==> src/rtl/i2c_seq_master.sv <==
module i2c_seq_master #(
  parameter int CLK_HZ = 50_000_000
) (
  input  logic        clk,
  input  logic        rst_n,
  input  logic        bus_we,
  input  logic [4:0]  bus_addr,
  input  logic [31:0] bus_wdata,
  output logic [31:0] bus_rdata,
  output logic        scl_oe,
  output logic        sda_oe,
  input  logic        sda_i,
  output logic [2:0]  sda_sel
);

  localparam int QSTD_RAW  = CLK_HZ / 400_000;
  localparam int QFAST_RAW = CLK_HZ / 1_600_000;
  localparam int QSTD  = (QSTD_RAW  < 1) ? 1 : QSTD_RAW;
  localparam int QFAST = (QFAST_RAW < 1) ? 1 : QFAST_RAW;
  localparam int CW    = $clog2(QSTD + 1);

  typedef enum logic [1:0] {S_IDLE, S_START, S_BIT, S_STOP} st_t;
  typedef enum logic [2:0] {K_ADDR, K_REG, K_RADDR, K_WDATA, K_RDATA} kind_t;

  st_t         st;
  kind_t       kind;
  logic [23:0] mem_addr;
  logic [2:0]  pin_sel;
  logic        scl_en, dir_wr, fail, trig;
  logic        rd_mode;
  logic [6:0]  dev;
  logic [3:0]  lenm1;
  logic [1:0]  regw, speed;
  logic [31:0] dw [4];

  logic [CW-1:0] qcnt, qlim;
  logic [1:0]    q;
  logic [3:0]    bitn, idx;
  logic [1:0]    ridx;
  logic [7:0]    sh;
  logic          samp, sda_drv;
  logic          tick, is_tx, bit_low, scl_low;

  function automatic logic [7:0] fetch(input logic [3:0] i);
    return dw[i[3:2]][{i[1:0], 3'b000} +: 8];
  endfunction

  function automatic logic [7:0] mbyte(input logic [1:0] k);
    return mem_addr[{k, 3'b000} +: 8];
  endfunction

  assign qlim    = (speed == 2'd1) ? CW'(QFAST) : CW'(QSTD);
  assign tick    = (qcnt == qlim - 1'b1);
  assign is_tx   = (kind != K_RDATA);
  assign bit_low = (bitn != 4'd8) ? (is_tx && !sh[7]) : (!is_tx && idx != lenm1);
  assign scl_low = (st != S_IDLE) && !q[1];
  assign scl_oe  = scl_en && scl_low;
  assign sda_oe  = sda_drv;
  assign sda_sel = pin_sel;

  always_comb begin
    case (bus_addr[4:2])
      3'd0:    bus_rdata = {mem_addr, 1'b0, pin_sel, scl_en, dir_wr, fail, trig};
      3'd1:    bus_rdata = {16'h0, rd_mode, dev, lenm1, regw, speed};
      3'd2:    bus_rdata = dw[0];
      3'd3:    bus_rdata = dw[1];
      3'd4:    bus_rdata = dw[2];
      3'd5:    bus_rdata = dw[3];
      default: bus_rdata = 32'h0;
    endcase
  end

  always_ff @(posedge clk or negedge rst_n) begin
    if (!rst_n) begin
      st <= S_IDLE; kind <= K_ADDR;
      mem_addr <= '0; pin_sel <= '0; scl_en <= 1'b0; dir_wr <= 1'b0;
      fail <= 1'b0; trig <= 1'b0; rd_mode <= 1'b0; dev <= '0;
      lenm1 <= '0; regw <= '0; speed <= '0;
      for (int i = 0; i < 4; i++) dw[i] <= '0;
      qcnt <= '0; q <= '0; bitn <= '0; idx <= '0; ridx <= '0;
      sh <= '0; samp <= 1'b1; sda_drv <= 1'b0;
    end else if (st == S_IDLE) begin
      qcnt <= '0;
      q    <= '0;
      if (bus_we) begin
        case (bus_addr[4:2])
          3'd0: begin
            mem_addr <= bus_wdata[31:8];
            pin_sel  <= bus_wdata[6:4];
            scl_en   <= bus_wdata[3];
            dir_wr   <= bus_wdata[2];
            if (bus_wdata[0]) begin
              trig <= 1'b1;
              fail <= 1'b0;
              st   <= S_START;
              kind <= K_ADDR;
              idx  <= '0;
              bitn <= '0;
              sh   <= {dev, !bus_wdata[2] && regw == 2'd0};
            end
          end
          3'd1: begin
            rd_mode <= bus_wdata[15];
            dev     <= bus_wdata[14:8];
            lenm1   <= bus_wdata[7:4];
            regw    <= bus_wdata[3:2];
            speed   <= bus_wdata[1:0];
          end
          3'd2: dw[0] <= bus_wdata;
          3'd3: dw[1] <= bus_wdata;
          3'd4: dw[2] <= bus_wdata;
          3'd5: dw[3] <= bus_wdata;
          default: ;
        endcase
      end
    end else if (!tick) begin
      qcnt <= qcnt + 1'b1;
    end else begin
      qcnt <= '0;
      q    <= q + 1'b1;
      if (q == 2'd0) begin
        case (st)
          S_START: sda_drv <= 1'b0;
          S_STOP:  sda_drv <= 1'b1;
          S_BIT:   sda_drv <= bit_low;
          default: ;
        endcase
      end
      if (q == 2'd2) begin
        samp <= sda_i;
        if (st == S_START) sda_drv <= 1'b1;
        if (st == S_STOP)  sda_drv <= 1'b0;
      end
      if (q == 2'd3) begin
        case (st)
          S_START: begin
            st   <= S_BIT;
            bitn <= '0;
          end
          S_STOP: begin
            st   <= S_IDLE;
            trig <= 1'b0;
          end
          S_BIT: begin
            if (bitn != 4'd8) begin
              bitn <= bitn + 1'b1;
              sh   <= {sh[6:0], samp};
            end else begin
              bitn <= '0;
              if (is_tx && samp) begin
                fail <= 1'b1;
                st   <= S_STOP;
              end else begin
                case (kind)
                  K_ADDR: begin
                    if (regw != 2'd0) begin
                      kind <= K_REG;
                      ridx <= regw - 1'b1;
                      sh   <= mbyte(regw - 1'b1);
                    end else if (dir_wr) begin
                      kind <= K_WDATA;
                      idx  <= '0;
                      sh   <= fetch(4'd0);
                    end else begin
                      kind <= K_RDATA;
                      idx  <= '0;
                    end
                  end
                  K_REG: begin
                    if (ridx != 2'd0) begin
                      ridx <= ridx - 1'b1;
                      sh   <= mbyte(ridx - 1'b1);
                    end else if (dir_wr) begin
                      kind <= K_WDATA;
                      idx  <= '0;
                      sh   <= fetch(4'd0);
                    end else begin
                      kind <= K_RADDR;
                      sh   <= {dev, 1'b1};
                      st   <= S_START;
                    end
                  end
                  K_RADDR: begin
                    kind <= K_RDATA;
                    idx  <= '0;
                  end
                  K_WDATA: begin
                    if (idx == lenm1) st <= S_STOP;
                    else begin
                      idx <= idx + 1'b1;
                      sh  <= fetch(idx + 1'b1);
                    end
                  end
                  default: begin
                    dw[idx[3:2]][{idx[1:0], 3'b000} +: 8] <= sh;
                    if (idx == lenm1) st <= S_STOP;
                    else idx <= idx + 1'b1;
                  end
                endcase
              end
            end
          end
          default: ;
        endcase
      end
    end
  end

  AST_TRIG_TRACKS_BUSY: assert property (@(posedge clk) disable iff (!rst_n)
    trig == (st != S_IDLE));

  AST_IDLE_LINES_FREE: assert property (@(posedge clk) disable iff (!rst_n)
    (st == S_IDLE) |-> (!scl_oe && !sda_oe));

  AST_SDA_MOVES_LOW: assert property (@(posedge clk) disable iff (!rst_n)
    (st == S_BIT && $past(st) == S_BIT && !$stable(sda_oe)) |-> (scl_low && $past(scl_low)));

  AST_CFG_FROZEN: assert property (@(posedge clk) disable iff (!rst_n)
    (st != S_IDLE && $past(st) != S_IDLE) |-> ($stable(dev) && $stable(lenm1) && $stable(mem_addr) && $stable(regw)));

  AST_IDX_IN_RANGE: assert property (@(posedge clk) disable iff (!rst_n)
    (st != S_IDLE) |-> (idx <= lenm1));

  AST_FAIL_CLEAR_START: assert property (@(posedge clk) disable iff (!rst_n)
    $rose(trig) |-> !fail);

endmodule

==> config.mk <==
export PLATFORM = sky130hd
export DESIGN_NAME = i2c_seq_master
export DESIGN_NICKNAME = d
export VERILOG_FILES = /design/src/rtl/i2c_seq_master.sv
export SDC_FILE = /design/constraint.sdc
export NUM_CORES = 1
export LEC_CHECK = 0
export BUFFER_PORTS_ARGS = -buffer_cell sky130_fd_sc_hd__buf_2
export CORE_MARGIN = 1.5
export CORE_UTILIZATION = 64
export CTS_BUF_LIST = sky130_fd_sc_hd__clkbuf_4
export CTS_CLUSTER_DIAMETER = 60
export CTS_CLUSTER_SIZE = 25
export DETAILED_ROUTE_END_ITERATION = 10
export PLACE_DENSITY_LB_ADDON = 0.1
export SLEW_MARGIN = 40
export SYNTH_ARGS = -nofsm -noshare
export SYNTH_HDL_FRONTEND = slang
export SYNTH_SLANG_ARGS = --single-unit
==> constraint.sdc <==
create_clock -name clk -period 3.61 [get_ports clk]
set_input_delay 0.5415 -clock clk [delete_from_list [all_inputs] [get_ports clk]]
set_output_delay 0.5415 -clock clk [all_outputs]
set_load 0.005 [all_outputs]
==> Word level (Yosys, flattened, before mapping) <==
Index checks and enable logic that the tools add are counted.
Widths: inputs -> output; s select.
{ "word_totals": {"regBits": 209, "latch_bits": 0, "ram_bits": 0, "romBits": 0, "input_bits": 41, "output_inout_bits": 37, "word_cells": 246, "memories": 0} }
{ "op_classes": {"n_addsub": 8, "multipliers": 0, "div_mod_pow": 0, "order_cmp": 3, "eq_ne": 43, "shift": 5, "n_mux": 110, "n_bitwise": 5, "reduce_logical": 47} }
{ "op_table": {"columns": ["op", "n"], "rows": [
  ["$mux 128", 8],
  ["$mux 32", 7],
  ["$pmux 32 s6", 1],
  ["$bwmux 128", 1],
  ["$mux 8", 14],
  ["$mux 4", 17],
  ["$bmux 32 s2", 1],
  ["$demux 32 s2", 1],
  ["$shiftx 24x6->8", 2],
  ["$reduce_and 8->1", 5],
  ["$mux 3", 12],
  ["$shift 8x7->32 const A", 1],
  ["$shiftx 32x6->8", 1],
  ["$shiftx 8x7->32", 1],
  ["$mux 2", 15],
  ["$pmux 8 s3", 1],
  ["$mux 1", 22],
  ["$mux 7", 3],
  ["$ne 5x5->1 const B", 4],
  ["$reduce_and 10->1", 2],
  ["$ne 3x3->1 const B", 6],
  ["$reduce_bool 2->1", 9],
  ["$ne 2x1->1 const B", 7],
  ["$eq 3x2->1 const B", 4],
  ["41 further kinds", 76]
]} }

==> Logic depth before layout (Yosys ltp) <==
{ "depth": {"word_depth": 14, "ltp_mapped": 13} }

==> Least setup slack after synthesis <==
Ideal clock, no wire load.
{ "synth_path": {"kind": "reg-to-reg", "from": "reg idx[0]", "to": "reg dw[32] (netlist name)", "setup_time_ns": 0.084, "t_arrival_ns": 2.643, "required_time_ns": 3.526, "slack_ns": 0.884, "stages_incl_launch_ff": 14, "n_path_buf": 6, "synth_period_minus_slack_ns": 2.726, "path_cell_list": "dfrtp_1 > clkbuf_2 > buf_2 > inv_2 > buf_1 > ha_1 > clkbuf_1 > nor2_1 > and3_1 > buf_2 > and2_1 > buf_1 > a22oi_1 > o21ai_0"} }
{ "synth_between": {"elab_chain_len": 12, "elab_cells_between_ends": 13} }
{ "synth_lines": {"columns": ["element", "line_no", "rtl"], "rows": [
  ["from (decl)", "38", "logic [3:0] bitn, idx;"],
  ["from (signal assigned)", "190", "idx <= idx + 1'b1;"],
  ["from (signal assigned)", "197", "else idx <= idx + 1'b1;"],
  ["$neg 5->7 (*)", "195", "dw[idx[3:2]][{idx[1:0], 3'b000} +: 8] <= sh;"],
  ["$shift 8x7->32", "195", null],
  ["$mux 32 (implied by the code)", "195", null],
  ["$demux 32 s2", "195", null],
  ["$bwmux 128 (*)", "195", null],
  ["$mux 128 (*)", "154", "case (kind)"],
  ["$mux 128 (*)", "150", "if (is_tx && samp) begin"],
  ["$mux 128 (*)", "145", "if (bitn != 4'd8) begin"],
  ["$mux 128 (*)", "135", "case (st)"],
  ["$mux 128 (*)", "134", "if (q == 2'd3) begin"],
  ["$mux 128 (*)", "116", "end else if (!tick) begin"],
  ["$mux 128 (*)", "82", "end else if (st == S_IDLE) begin"],
  ["to (signal, indexed assignment)", "195", null],
  ["to (decl)", "34", "logic [31:0] dw [4];"]
]} }
Every way passes the cells marked *; elsewhere a longest branch is shown, timed or not. The select of a mux whose other input is x is not followed.
A chain may end at the register's enable or synchronous reset.

==> Final worst setup path <==
{ "layout_path": {"from": "reg st[0]", "to": "reg dw[103] (netlist name)"} }
{ "layout_between": {"elab_chain_len": 3, "elab_cells_between_ends": 12} }
{ "layout_lines": {"columns": ["element", "line_no", "rtl"], "rows": [
  ["from (decl)", "25", "st_t st;"],
  ["from (signal assigned)", "75", "st <= S_IDLE; kind <= K_ADDR;"],
  ["from (signal assigned)", "95", "st <= S_START;"],
  ["from (signal assigned)", "137", "st <= S_BIT;"],
  ["$logic_not 2->1 or $eq 2x2->1 (tied branches)", "82, 135", null],
  ["$ne 2x1->1 (no source line), or another cell as far along", null, null],
  ["$reduce_and 8->1 (no source line)", null, null]
]} }
Several ways; a longest one is shown, not always the timed one.

==> results.md <==
* Pwr dens at 271 nW/µm²
* FF+latch count, synth at 209
* Clock-pin slew on the worst setup and hold paths at 0.20 ns
* Worst Setup End Kind: register
* Die height at 146 µm
* H-tree depth at 1
* Fin. Hold Viols at 0
* Area of the die at 21400 µm²
* Syn nets at 1350
* Area of the multi-input gates at 7480 µm²
* Final wirelength at 45500 µm
* Max_slew headroom at 0.356
* Sink Count at 209
* Crit Path Category: register to register
* DP Wirelength at 32400 µm
* HP Class: input port to register
* Layout area overhead at 8.43%
* Non-Filler Instances at 1646
* Most frequent cells in the layout: dfrtp_1, mux2_2, nand2_1
* CTS buffer count at 21
* Cells after synthesis at 1297
* Max clock buf depth at 3
* Peak VDD IR at 0.285 mV
* Syn Std Cell Area at 13200 µm²
* Largest net degree at the start of global routing at 89
* DP Cell Count at 1603
* Root Buffer: clkbuf_4
* Sequential share of the synthesized area at 0.397
* Status: finished clean
* Fin worst setup slack at 0.537 ns
* FMAX at 325 MHz
* Total power at 3.87 mW
* MaxCap Viol Count at 0
* Post-synth EDFFs at 0
* Crit path arrival time at 3.66 ns
* Final Max Slew Viols at 0
* Global-route usage over all layers at 0.425
* Syn_area_per_cell at 10.2 µm²
* Post-CTS sizing at 0
* Starting Density at 0.651
* TritonRoute pass-1 iters at 5
* Worst hold slack at 0.0395 ns
* Share of cells above drive strength 1 at 0.281
* Slowest cell delay on critical path at 0.58 ns
* Final-report setup violation count at 0
* Main flop type after synthesis: dfrtp_1
* Fillcell total at 1542
* Num rows at 52
* Post-layout minimum cycle time at 3.07 ns
* Detailed-route via count at 11713
* Commonest non-fill, non-tap cell in the layout: dfrtp_1
* Yosys cell types at 84
* DRC violations left at 0
* CTS tree: built
* TNS Setup at 0 ns
* Worst Skew at 0.0629 ns
* Flip-flop and latch area at 5230 µm²
* Worst-margin pin slew at 0.963 ns
* Vias in the first global route at 11395
* First-pass GRT wire length at 68600 µm
* Gr ovfl total at 0
* Wire per inst at 27.6 µm
* Worst-path cell with the longest stage delay: dfrtp_1
* Routed vias/inst at 7.12
* Initial drt markers at 1622
* RSZ-0062 raised after global routing: no
* Die width at 146 µm
* Nets at 1410
* Worst skew pair latency at 0.73 ns
* IO Port Bufs at 75
* Synthesis Warnings at 0
* Core area at 20200 µm²
* Async set-or-reset flop fraction in the synthesized netlist at 1.00
* Initial antenna violation count at 2
* CP Max Fanout at 13
* CP required at 4.20 ns
* Cell Chain, Critical Path: nor2b_1 > nand3_1 > nor4_4 > buf_4 > a31oi_2 > mux2_2
* I/O Pins at 78
* Pre-CTS setup slack at 0.696 ns
* Post-route ant nets at 0
* Routability-driven placement congestion ratio at 1.03
* CP Launch Type: register
* Leak at 6.64 nW
* Final worst path period share at 0.851
cell usage after synthesis, types with 9 or more instances:
library cell	count	share of area
a211oi_1	17	0.0097
a21oi_1	35	0.013
a221o_1	20	0.015
a221oi_1	17	0.011
a22o_1	15	0.010
a22oi_1	56	0.032
a31oi_1	11	0.0052
a31oi_4	10	0.016
and2_1	10	0.0048
and3_1	12	0.0057
buf_1	12	0.0034
buf_2	18	0.0068
clkbuf_1	55	0.016
dfrtp_1	208	0.40
ha_1	12	0.011
inv_1	20	0.0057
mux2_2	160	0.14
mux2_4	13	0.015
mux2i_1	42	0.032
mux4_2	10	0.017
nand2_1	128	0.036
nand3_1	43	0.016
nand4_1	11	0.0052
nor2_1	53	0.015
nor2b_1	22	0.010
nor3_1	20	0.0076
o211ai_1	9	0.0051
o21ai_0	123	0.047
o31ai_1	10	0.0057
xnor2_1	9	0.0060
routing by layer:
layer | part of all wire | GRT usage | vias to the layer above | wire, µm
li1 | - | - | 5049 | -
met1 | 0.39 | 0.582 | 5760 | 17700
met2 | 0.43 | 0.642 | 744 | 19800
met3 | 0.12 | 0.0916 | 158 | 5300
met4 | 0.060 | 0.214 | 2 | 2710
met5 | 0.00029 | 0 | - | 13
registers in the layout, summed over array words and instances, names as in the netlist, 2 cells and up:
signal    cells
bitn          4
dev           7
dw          128
idx           4
kind          3
lenm1         4
mem_addr     24
q             2
qcnt          7
regw          2
ridx          2
sda_sel       3
sh            8
speed         2
st            2
critical path, delay by kind of cell, from the launching register on:
kind / cells / cell delay, ns
AOI/OAI and AO/OA: 1 / 0.44
buffers and inverters: 1 / 0.42
DFF: 1 / 0.58
muxes: 1 / 0.45
and+or+nand+nor: 3 / 1.07
repair_timing:
item,4_1_cts,5_1_grt
hold buffers,1,0
buffers inserted,0,0
hold endpoints to repair,84,0
cell families after synthesis:
| group | after synthesis | synth area share |
|---|---|---|
| xor+xnor | 14 | 0.0113 |
| compound gates | 389 | 0.214 |
| simple gates | 334 | 0.127 |
| flops | 209 | 0.397 |
| buf+inv | 113 | 0.0367 |
| fa+ha+maj | 12 | 0.0114 |
| mux | 226 | 0.202 |
where the power goes:
part | switching (mW) | internal (mW) | total (mW)
clock | 0.969 | 0.395 | 1.36
sequential | 0.000988 | 2.34 | 2.34
combinational | 0.119 | 0.0398 | 0.159
metrics by stage:
stage | cell area, µm² | utilization
after CTS | 14300 | 0.705
after floorplan | 13200 | -
after detailed placement | 13900 | 0.688
final | 14300 | 0.706
after global routing | 14300 | 0.706
after global placement | 13900 | 0.688
final cells by class:
type	count	area share
multi-input cells	975	0.524
flip-flops and latches	209	0.366
repair buffers	128	0.0567
well taps	270	0.0237
clock buffers	23	0.0121
clock inverters	14	0.0104
inverters	22	0.00578
diodes	5	0.000876
path summary, 6_finish.rpt:
check	start	to	slack, ns	cells past startpoint
min in group asynchronous	rst_n	dw[15]$_DFFE_PN0P_	0.46	2
max reg2reg	st[0]$_DFFE_PN0P_	dw[103]$_DFFE_PN0P_	0.54	6
min reg2reg	qcnt[0]$_DFF_PN0_	qcnt[0]$_DFF_PN0_	0.51	1
min	bus_wdata[28]	mem_addr[20]$_DFFE_PN0P_	0.04	2
max	st[0]$_DFFE_PN0P_	dw[103]$_DFFE_PN0P_	0.54	6
max in group asynchronous	rst_n	mem_addr[8]$_DFFE_PN0P_	2.30	3
Power figures use the tool's default switching activity.
